File: src/rtl/dma_steal_pkg.sv
package dma_steal_pkg;
  typedef enum logic [2:0] {
    FLD_SRC  = 3'd0,
    FLD_DST  = 3'd1,
    FLD_CNT  = 3'd2,
    FLD_RLD  = 3'd3,
    FLD_CTRL = 3'd4,
    FLD_TRIG = 3'd5
  } fld_e;

  typedef enum logic [2:0] {
    ST_IDLE, ST_ARB, ST_RD, ST_CAP, ST_WR
  } st_e;

  localparam logic [1:0] MODE_RPT = 2'b11;
endpackage

File: src/rtl/dma_chan_regs.sv
module dma_chan_regs
  import dma_steal_pkg::*;
#(
  parameter int AW  = 24,
  parameter int CW  = 16,
  parameter int RSW = 3
) (
  input  logic           clk,
  input  logic           rst,
  input  logic           wr_en,
  input  fld_e           wr_fld,
  input  logic [AW-1:0]  wr_data,
  input  logic           step,
  output logic [AW-1:0]  src_addr,
  output logic [AW-1:0]  dst_addr,
  output logic [CW-1:0]  count,
  output logic           wide,
  output logic [RSW-1:0] rsel,
  output logic           armed
);
  logic [AW-1:0] src_base, dst_base;
  logic [CW-1:0] reload;
  logic [1:0]    mode;
  logic          src_fix;
  logic [AW-1:0] inc;
  logic          wrap;

  assign inc   = {{(AW-2){1'b0}}, wide, ~wide};
  assign armed = mode[0] && (count != '0);
  assign wrap  = (count == CW'(1)) && (mode == MODE_RPT) && (reload != '0);

  always_ff @(posedge clk) begin
    if (rst) begin
      src_addr <= '0; dst_addr <= '0; src_base <= '0; dst_base <= '0;
      count <= '0; reload <= '0; mode <= '0; wide <= 1'b0;
      src_fix <= 1'b0; rsel <= '0;
    end else if (wr_en) begin
      case (wr_fld)
        FLD_SRC:  begin src_addr <= wr_data; src_base <= wr_data; end
        FLD_DST:  begin dst_addr <= wr_data; dst_base <= wr_data; end
        FLD_CNT:  count  <= wr_data[CW-1:0];
        FLD_RLD:  reload <= wr_data[CW-1:0];
        FLD_CTRL: begin
          mode    <= wr_data[1:0];
          wide    <= wr_data[2];
          src_fix <= wr_data[3];
          rsel    <= wr_data[4 +: RSW];
        end
        default: ;
      endcase
    end else if (step && count != '0) begin
      if (wrap) begin
        count <= reload;
        if (src_fix) dst_addr <= dst_base;
        else         src_addr <= src_base;
      end else begin
        count <= count - CW'(1);
        if (src_fix) dst_addr <= dst_addr + inc;
        else         src_addr <= src_addr + inc;
      end
    end
  end
endmodule

File: src/rtl/dma_req_capture.sv
module dma_req_capture #(
  parameter int NCH  = 4,
  parameter int NREQ = 8,
  parameter int RSW  = 3
) (
  input  logic                     clk,
  input  logic                     rst,
  input  logic [NREQ-1:0]          lines,
  input  logic [NCH-1:0][RSW-1:0]  rsel,
  input  logic [NCH-1:0]           sw,
  input  logic [NCH-1:0]           armed,
  input  logic [NCH-1:0]           clr,
  output logic [NCH-1:0]           pend
);
  logic [NREQ-1:0] prev;
  logic [NREQ-1:0] rise;

  assign rise = lines & ~prev;

  always_ff @(posedge clk) begin
    if (rst) prev <= '0;
    else     prev <= lines;
  end

  for (genvar c = 0; c < NCH; c++) begin : g_ch
    logic hit;
    assign hit = (rise[rsel[c]] | sw[c]) & armed[c];
    always_ff @(posedge clk) begin
      if (rst) pend[c] <= 1'b0;
      else     pend[c] <= hit | (pend[c] & ~clr[c] & armed[c]);
    end
  end
endmodule

File: src/rtl/dma_prio_pick.sv
module dma_prio_pick #(
  parameter int NCH = 4,
  parameter int CHW = 2
) (
  input  logic [NCH-1:0] req,
  output logic           any,
  output logic [CHW-1:0] idx
);
  always_comb begin
    any = 1'b0;
    idx = '0;
    for (int i = NCH - 1; i >= 0; i--) begin
      if (req[i]) begin
        any = 1'b1;
        idx = CHW'(i);
      end
    end
  end
endmodule

File: src/rtl/dma_steal_engine.sv
module dma_steal_engine
  import dma_steal_pkg::*;
#(
  parameter int NCH  = 4,
  parameter int NREQ = 8,
  parameter int AW   = 24,
  parameter int DW   = 16,
  parameter int CW   = 16
) (
  input  logic                    clk,
  input  logic                    rst,
  input  logic                    cfg_we,
  input  logic [$clog2(NCH)-1:0]  cfg_chan,
  input  logic [2:0]              cfg_field,
  input  logic [AW-1:0]           cfg_wdata,
  input  logic [NREQ-1:0]         req_lines,
  output logic                    bus_req,
  input  logic                    bus_gnt,
  output logic [AW-1:0]           mem_addr,
  output logic                    mem_re,
  output logic                    mem_we,
  output logic                    mem_wide,
  output logic [DW-1:0]           mem_wdata,
  input  logic [DW-1:0]           mem_rdata,
  output logic [NCH-1:0]          irq
);
  localparam int CHW = $clog2(NCH);
  localparam int RSW = $clog2(NREQ);
  localparam int HW  = DW / 2;

  st_e                     st;
  logic [CHW-1:0]          cur;
  logic [AW-1:0]           src_a [NCH];
  logic [AW-1:0]           dst_a [NCH];
  logic [CW-1:0]           cnt_a [NCH];
  logic [NCH-1:0]          wide_v, armed_v, sw_v, clr_v, step_v, pend_v, elig;
  logic [NCH-1:0][RSW-1:0] rsel_v;
  logic                    any;
  logic [CHW-1:0]          win;
  fld_e                    fld;

  assign fld  = fld_e'(cfg_field);
  assign elig = pend_v & armed_v;

  for (genvar c = 0; c < NCH; c++) begin : g_chan
    logic sel;
    assign sel       = cfg_we && (cfg_chan == CHW'(c));
    assign sw_v[c]   = sel && (fld == FLD_TRIG);
    assign clr_v[c]  = (st == ST_ARB) && bus_gnt && any && (win == CHW'(c));
    assign step_v[c] = (st == ST_WR) && (cur == CHW'(c));

    dma_chan_regs #(.AW(AW), .CW(CW), .RSW(RSW)) u_regs (
      .clk      (clk),
      .rst      (rst),
      .wr_en    (sel && (fld != FLD_TRIG)),
      .wr_fld   (fld),
      .wr_data  (cfg_wdata),
      .step     (step_v[c]),
      .src_addr (src_a[c]),
      .dst_addr (dst_a[c]),
      .count    (cnt_a[c]),
      .wide     (wide_v[c]),
      .rsel     (rsel_v[c]),
      .armed    (armed_v[c])
    );
  end

  dma_req_capture #(.NCH(NCH), .NREQ(NREQ), .RSW(RSW)) u_cap (
    .clk   (clk),
    .rst   (rst),
    .lines (req_lines),
    .rsel  (rsel_v),
    .sw    (sw_v),
    .armed (armed_v),
    .clr   (clr_v),
    .pend  (pend_v)
  );

  dma_prio_pick #(.NCH(NCH), .CHW(CHW)) u_pick (
    .req (elig),
    .any (any),
    .idx (win)
  );

  always_ff @(posedge clk) begin
    if (rst) begin
      st <= ST_IDLE; cur <= '0; bus_req <= 1'b0;
      mem_re <= 1'b0; mem_we <= 1'b0; mem_wide <= 1'b0;
      mem_addr <= '0; mem_wdata <= '0; irq <= '0;
    end else begin
      irq <= '0;
      case (st)
        ST_IDLE: if (any) begin
          bus_req <= 1'b1;
          st      <= ST_ARB;
        end
        ST_ARB: if (!any) begin
          bus_req <= 1'b0;
          st      <= ST_IDLE;
        end else if (bus_gnt) begin
          cur      <= win;
          mem_re   <= 1'b1;
          mem_addr <= src_a[win];
          mem_wide <= wide_v[win];
          st       <= ST_RD;
        end
        ST_RD: begin
          mem_re <= 1'b0;
          st     <= ST_CAP;
        end
        ST_CAP: begin
          mem_we    <= 1'b1;
          mem_addr  <= dst_a[cur];
          mem_wdata <= mem_wide ? mem_rdata : {{HW{1'b0}}, mem_rdata[HW-1:0]};
          st        <= ST_WR;
        end
        ST_WR: begin
          mem_we   <= 1'b0;
          bus_req  <= 1'b0;
          irq[cur] <= (cnt_a[cur] == CW'(1));
          st       <= ST_IDLE;
        end
        default: st <= ST_IDLE;
      endcase
    end
  end
endmodule

File: config.mk
export PLATFORM = sky130hd
export DESIGN_NAME = dma_steal_engine
export DESIGN_NICKNAME = d
export VERILOG_FILES = /design/src/rtl/dma_steal_pkg.sv /design/src/rtl/dma_chan_regs.sv /design/src/rtl/dma_req_capture.sv /design/src/rtl/dma_prio_pick.sv /design/src/rtl/dma_steal_engine.sv
export SDC_FILE = /design/constraint.sdc
export NUM_CORES = 2
export LEC_CHECK = 0
export ABC_CLOCK_PERIOD_IN_PS = 8000
export BUFFER_PORTS_ARGS = -buffer_cell sky130_fd_sc_hd__buf_2
export CAP_MARGIN = 20
export CORE_MARGIN = 8
export CORE_UTILIZATION = 45
export DETAILED_ROUTE_END_ITERATION = 16
export GPL_TIMING_DRIVEN = 1
export HOLD_SLACK_MARGIN = 0.08
export SLEW_MARGIN = 0
export SYNTH_ARGS = -nofsm -noshare
export SYNTH_HDL_FRONTEND = slang
export SYNTH_SLANG_ARGS = --single-unit
File: constraint.sdc
create_clock -name clk -period 8 [get_ports clk]
set_input_delay 0.8 -clock clk [delete_from_list [all_inputs] [get_ports clk]]
set_output_delay 0.8 -clock clk [all_outputs]
set_load 0.02 [all_outputs]
* Word-level counts from Yosys, hierarchy flattened
Index checks and enable logic that the tools add are counted.
Word-level totals: bits in registers 605
Operators by class: $add $sub $neg 12, magnitude comparators 9, equality and inequality tests 49, muxes and demuxes 99, bitwise logic cells 35, reduce and logical (&&, ||, !) cells 98
Operators by type and width (count):
- two-way mux 24 bit | 48
- two-way mux 16 bit | 16
- adder 24 x 2 -> 24 bit | 8
- nonzero test 16 bit | 8
- binary-select mux 24 bit (select 2 bit) | 2
- equality test 16 x 1 -> 1 bit, second input constant | 5
- subtractor 16 x 1 -> 16 bit, second input constant | 4
- one-hot mux 24 bit (2 select lines) | 1
- AND reduction 2 bit | 21
- logical AND 1 bit | 39
- AND reduction 3 bit | 12
- binary-select mux 16 bit (select 2 bit) | 1
- != test 2 bit, second input constant | 16
- nonzero test 2 bit | 11
- equality test 2 bit, second input constant | 10
- < comparator 3 x 4 -> 1 bit, second input constant | 4
- two-way mux 1 bit | 14
- bitwise AND 1 bit | 12
- binary-select mux 1 bit (select 3 bit) | 4
- equality test 3 x 2 -> 1 bit, second input constant | 4
- one-hot mux 3 bit (4 select lines) | 1
- equality test 3 bit, second input constant | 3
- two-way mux 3 bit | 3
- NOT 1 bit | 9
- 21 further kinds | 46

* Longest topological paths before layout
depth after elaboration 14, gate-level depth with buffers 11, depth with buffers taken out 10

* Hierarchy
Synthesis repeated with hierarchy kept, for this count alone.
Second synthesis, totals: cell total of the unflattened synthesis 4149, area total of the unflattened synthesis 32805.2 um^2
By module, submodules not included:
- dma_chan_regs (g_chan[1].u_regs ...) | instances 3, cells each 937, area each 7138.1 um^2, sequential area each 2702.6 um^2
- dma_chan_regs (g_chan[0].u_regs) | instances 1, cells each 951, area each 7191.9 um^2, sequential area each 2702.6 um^2
- dma_steal_engine | instances 1, cells each 321, area each 3475.8 um^2, sequential area each 1061.0 um^2
- dma_req_capture | instances 1, cells each 59, area each 688.2 um^2, sequential area each 240.2 um^2
- dma_prio_pick | instances 1, cells each 7, area each 35.0 um^2, sequential area each 0.0 um^2

* Worst setup path after synthesis
No wires, ideal clock.
kind flip-flop to flip-flop, from register g_chan[1].u_regs.wide, to register g_chan[1].u_regs.src_addr[22], setup time 74 ps, arrival 2783 ps, required time 7926 ps, slack 5143 ps, cell stages (with the launch flop) 11, buffers on the path 0, period minus slack after synthesis 2857 ps, path through dfxtp_1 -> inv_1 -> ha_1 -> inv_1 -> fa_1 -> nand4b_1 -> or3_1 -> or4_1 -> xnor2_1 -> a211o_1 -> a31oi_1
Between the ends: cells in the longest elaborated chain, start to end 6
Ends and longest elaborated chain:
- start: declaration | line dma_chan_regs.sv:17 | output logic wide,
- start signal: assignment | line dma_chan_regs.sv:45 | wide <= wr_data[2];
- NOT 1 bit | line dma_chan_regs.sv:28 | assign inc = {{(AW-2){1'b0}}, wide, ~wide};
- adder 24 x 2 -> 24 bit (*) | line dma_chan_regs.sv:59 | else src_addr <= src_addr + inc;
- two-way mux 24 bit (*) | line dma_chan_regs.sv:58 | if (src_fix) dst_addr <= dst_addr + inc;
- two-way mux 24 bit (*) | line dma_chan_regs.sv:52 | if (wrap) begin
- two-way mux 24 bit (*) | line dma_chan_regs.sv:51 | end else if (step && count != '0) begin
- two-way mux 24 bit (*) | line dma_chan_regs.sv:37 | end else if (wr_en) begin
- end signal: assignment | line dma_chan_regs.sv:39 | FLD_SRC: begin src_addr <= wr_data; src_base <= wr_data; end
- end signal: assignment | line dma_chan_regs.sv:55 | else src_addr <= src_base;
- end signal: assignment | line dma_chan_regs.sv:59
- end: declaration | line dma_chan_regs.sv:14 | output logic [AW-1:0] src_addr,
Mark *: on every way between the ends. The rest lies on a longest branch, timed or not. The select of a mux whose other input is x is not followed. A chain may end at the register's enable or synchronous reset.

* Worst setup path after layout
from register g_chan[2].u_regs.count[0], to register mem_addr[8]
Between the ends: cells in the longest elaborated chain, start to end 13, elaborated cells between the ends (all ways) 18
Ends and longest elaborated chain:
- start: declaration | line dma_chan_regs.sv:16 | output logic [CW-1:0] count,
- start signal: assignment | line dma_chan_regs.sv:41 | FLD_CNT: count <= wr_data[CW-1:0];
- start signal: assignment | line dma_chan_regs.sv:53 | count <= reload;
- start signal: assignment | line dma_chan_regs.sv:57 | count <= count - CW'(1);
- nonzero test 16 bit (*) | line dma_chan_regs.sv:29 | assign armed = mode[0] && (count != '0);
- logical AND 1 bit (*) | line dma_chan_regs.sv:29
- bitwise AND 4 bit (*) | line dma_steal_engine.sv:43 | assign elig = pend_v & armed_v;
- two-way mux 2 bit (3 in series) | line dma_prio_pick.sv:13 | if (req[i]) begin
- NOT 2 -> 3 bit (not written as such) | line dma_steal_engine.sv:103 | mem_addr <= src_a[win];
- binary-select mux 24 bit (select 2 bit) | line dma_steal_engine.sv:103
- two-way mux 24 bit (not written as such) (2 in series) | line dma_steal_engine.sv:103
- two-way mux 24 bit | line dma_steal_engine.sv:100 | end else if (bus_gnt) begin
- two-way mux 24 bit | line dma_steal_engine.sv:97 | ST_ARB: if (!any) begin
- one-hot mux 24 bit (2 select lines) | line dma_steal_engine.sv:92 | case (st)
- end signal: assignment | line dma_steal_engine.sv:103
- end signal: assignment | line dma_steal_engine.sv:113 | mem_addr <= dst_a[cur];
- end: declaration | line dma_steal_engine.sv:19 | output logic [AW-1:0] mem_addr,
Marks and branches as above.

==> flow_summary.json <==
{
  "status": "finished clean",
  "placementRows": 98,
  "clk_latency_ps": 610,
  "setup_viol": 0,
  "cts.clk_slew.worst_paths_ps": 60,
  "cts_sinks": 605,
  "nets": 4175,
  "fin_crit_sh_pct": 51.2,
  "drtAntennaViolNets": 0,
  "antenna_found_initial": 5,
  "synth-seq-cells": 605,
  "via_per_inst": 6.30,
  "wire_per_inst_um": 25.7,
  "path_cells": "inv_1 -> ha_1 -> nor3b_2 -> a41oi_4 -> a31o_1 -> or3_1 -> a31oi_4 -> o32ai_2",
  "first_global_vias": 28800,
  "p_comb_share_pct": 7.3,
  "dp_hpwl_um": 88100,
  "power.leakage_nw": 12.3,
  "postCtsHoldBufs": 0,
  "numCtsBuffers": 71,
  "intPower_w": 0.00536,
  "final_core_util_pct": 50.4,
  "p_clk_share_pct": 49.2,
  "drt_iter0_markers": 4026,
  "gp_congestion": 0.973,
  "die_height_um": 283,
  "synth_cell_types": 83,
  "p_per_area_mw_per_mm2": 200,
  "slowest_delay_ps": 940,
  "r2r_cells": 8,
  "yosys_warnings": 0,
  "cts_tree": "built",
  "p_sw_w": 0.00181,
  "critical_path_class": "flip-flop to flip-flop",
  "final_layout_size_suffix_gt1_share_pct": 10.5,
  "required_ps": 8450,
  "reg2reg_setup_slack_ps": 3900,
  "post-cts-setup-buffers": 0,
  "first_pass_iters": 8,
  "syn_to_final_growth_pct": 11.6,
  "cp_top_family": "compound AO/OA/AOI/OAI gates",
  "hold_path_class": "input pin to flip-flop",
  "grtUsageTotal_pct": 31.0,
  "die-area_mm2": 0.0802,
  "synth.area.top_cells": "dfxtp_1 (38%), nand2_1 (11%), a21oi_1 (5.8%)",
  "wl_um": 131000,
  "final.setup.tns_ps": 0,
  "setup_ws_ps": 3900,
  "finClkSkew_ps": 19.1,
  "vias": 32000,
  "cp.arrival_ps": 4540,
  "swShare_pct": 25.2,
  "place_ws_ps": 4000,
  "tightest_slew_ps": 1230,
  "synth_top_area_share_pct": 37.7,
  "cp_max_fo": 27,
  "cp.depth": 8,
  "holdCritStartpoint": "req_lines[6]",
  "p_seq_share_pct": 43.5,
  "place_area_mm2": 0.0333,
  "postSynthCellCount": 4180,
  "ys.flop_type": "dfxtp_1",
  "core_mm2": 0.0711,
  "clock_path_buffers": 3,
  "critPathCaptureType": "flip-flop",
  "slew_headroom_pct": 17.8,
  "avgSynthCellArea_um2": 7.69,
  "timing.critical_path.buf_inv": 1,
  "syn_area_mm2": 0.0321,
  "max_cap_viol_count": 0,
  "max_freq_mhz": 244,
  "crit_slowest_cell": "a31oi_4",
  "syn-num-nets": 4269,
  "ir_worst_vdd_uv": 160,
  "place.port_buffers": 104,
  "drc_errors": 0,
  "synth_edf_count": 0,
  "r2r_start": "g_chan[2].u_regs.count[0]$_SDFFE_PP0P_",
  "overflow": 0,
  "synth_top_area_cell": "dfxtp_1",
  "yosysSeqAreaShare_pct": 37.7,
  "drv_slew": 0,
  "stdcell_area_mm2": 0.0359,
  "pin_count": 105,
  "grt_setup_unrepaired": "no",
  "clockRootBuffer": "clkbuf_16",
  "whs_ps": 408,
  "min_period_ps": 4100,
  "cp-startpoint": "g_chan[2].u_regs.count[0]$_SDFFE_PP0P_",
  "grt_pass1_wl_um": 194000,
  "startpoint_type": "flip-flop",
  "start_util_pct": 45.2,
  "grt_max_degree": 201,
  "final-hold-violation-count": 0,
  "min_delay_path_depth": 2,
  "async_flop_share_pct": 0,
  "htree_num_levels": 3,
  "cts_resized": 0,
  "die_w_um": 283
}
==> worst paths after layout <==
path / end
max reg2reg: mem_addr[8]$_SDFFE_PP0P_
max: mem_addr[8]$_SDFFE_PP0P_
min reg2reg: mem_wdata[12]$_SDFFE_PP0P_
min: u_cap.prev[6]$_SDFF_PP0_
==> flip-flops by register name, indices dropped and copies added, names as in the netlist, 8 cells and up <==
name / flops
g_chan.u_regs.mode: 8
g_chan.u_regs.src_addr: 96
g_chan.u_regs.dst_addr: 96
g_chan.u_regs.dst_base: 96
u_cap.prev: 8
mem_wdata: 16
g_chan.u_regs.count: 64
g_chan.u_regs.src_base: 96
mem_addr: 24
g_chan.u_regs.reload: 64
g_chan.u_regs.rsel: 12
==> through the flow <==
stage               std cells  power [W]
floorplan                4180    0.00348
global placement         4953    0.00369
detailed placement       4956    0.00369
CTS                      5080    0.00718
global route             5087    0.00735
finish                   5089    0.00717
==> layout make-up <==
| class | instances | area, um2 |
|---|---|---|
| sequential | 605 | 12100 |
| inverter | 95 | 358 |
| antenna | 2 | 5.00 |
| tap | 950 | 1190 |
| multi-input combinational | 3127 | 18500 |
| fill | 7048 | 35200 |
| timing repair buffer | 186 | 1240 |
| clock inverter | 28 | 435 |
| clock buffer | 96 | 2050 |
==> power by group through the flow <==
stage	Clock [W]	Sequential, W	Combinational, W
2_1_floorplan	0	0.00315	0.000335
3_3_place_gp	0	0.00318	0.000505
3_5_place_dp	0	0.00318	0.000507
4_1_cts	0.00355	0.00312	0.000508
5_1_grt	0.00368	0.00312	0.000556
6_report	0.00353	0.00312	0.000521
==> cells in the mapped netlist, drive strengths merged, types with 14 or more instances <==
cell type	n
nand2	907
dfxtp	605
a21oi	372
clkbuf	336
nor2	301
o21ai	196
xnor2	120
o211ai	108
nand3	104
inv	95
a311oi	91
a31oi	91
xor2	88
nor3	83
nor4	61
nand4	59
a221oi	41
a21o	29
o221ai	27
a22o	26
or3	26
a211o	25
o32ai	25
ha	24
and3	23
nor2b	22
o311a	22
and4	21
mux4	21
o221a	20
nand2b	18
buf	17
o21a	14
==> layout by cell type, fill, tap and decap left out, types with 71 or more instances in the layout <==
cell type,count
clkbuf_16,73
buf_2,103
inv_1,94
a31oi_1,90
o211ai_1,108
nor2_1,288
buf_4,71
nor3_1,77
xnor2_1,120
nand2_1,903
dfxtp_1,605
a21oi_1,368
o21ai_0,192
a311oi_1,91
xor2_1,88
nand3_1,104
==> routing by layer <==
metal	global-route usage, %	part of all wire, %	up-vias
li1	-	-	14800
met1	43.5	42	15300
met2	45.3	42	1680
met3	6.66	11	306
met4	14.1	5.4	2
met5	0	0.0076	-
==> cells by family (layout without fill, tap and decap cells) <==
family / after synthesis / in the layout / synth area share (%)
adder cells (fa/ha/maj): 32 / 32 / 1.43
flip-flops: 605 / 605 / 37.7
other: 0 / 2 / 0
AND/OR/NAND/NOR: 1695 / 1695 / 23.5
multiplexers: 30 / 30 / 1.76
AO/OA/AOI/OAI: 1162 / 1162 / 24.6
XOR/XNOR: 208 / 208 / 5.67
buffers and inverters: 448 / 405 / 5.31
(Power assumes the default switching activity.)
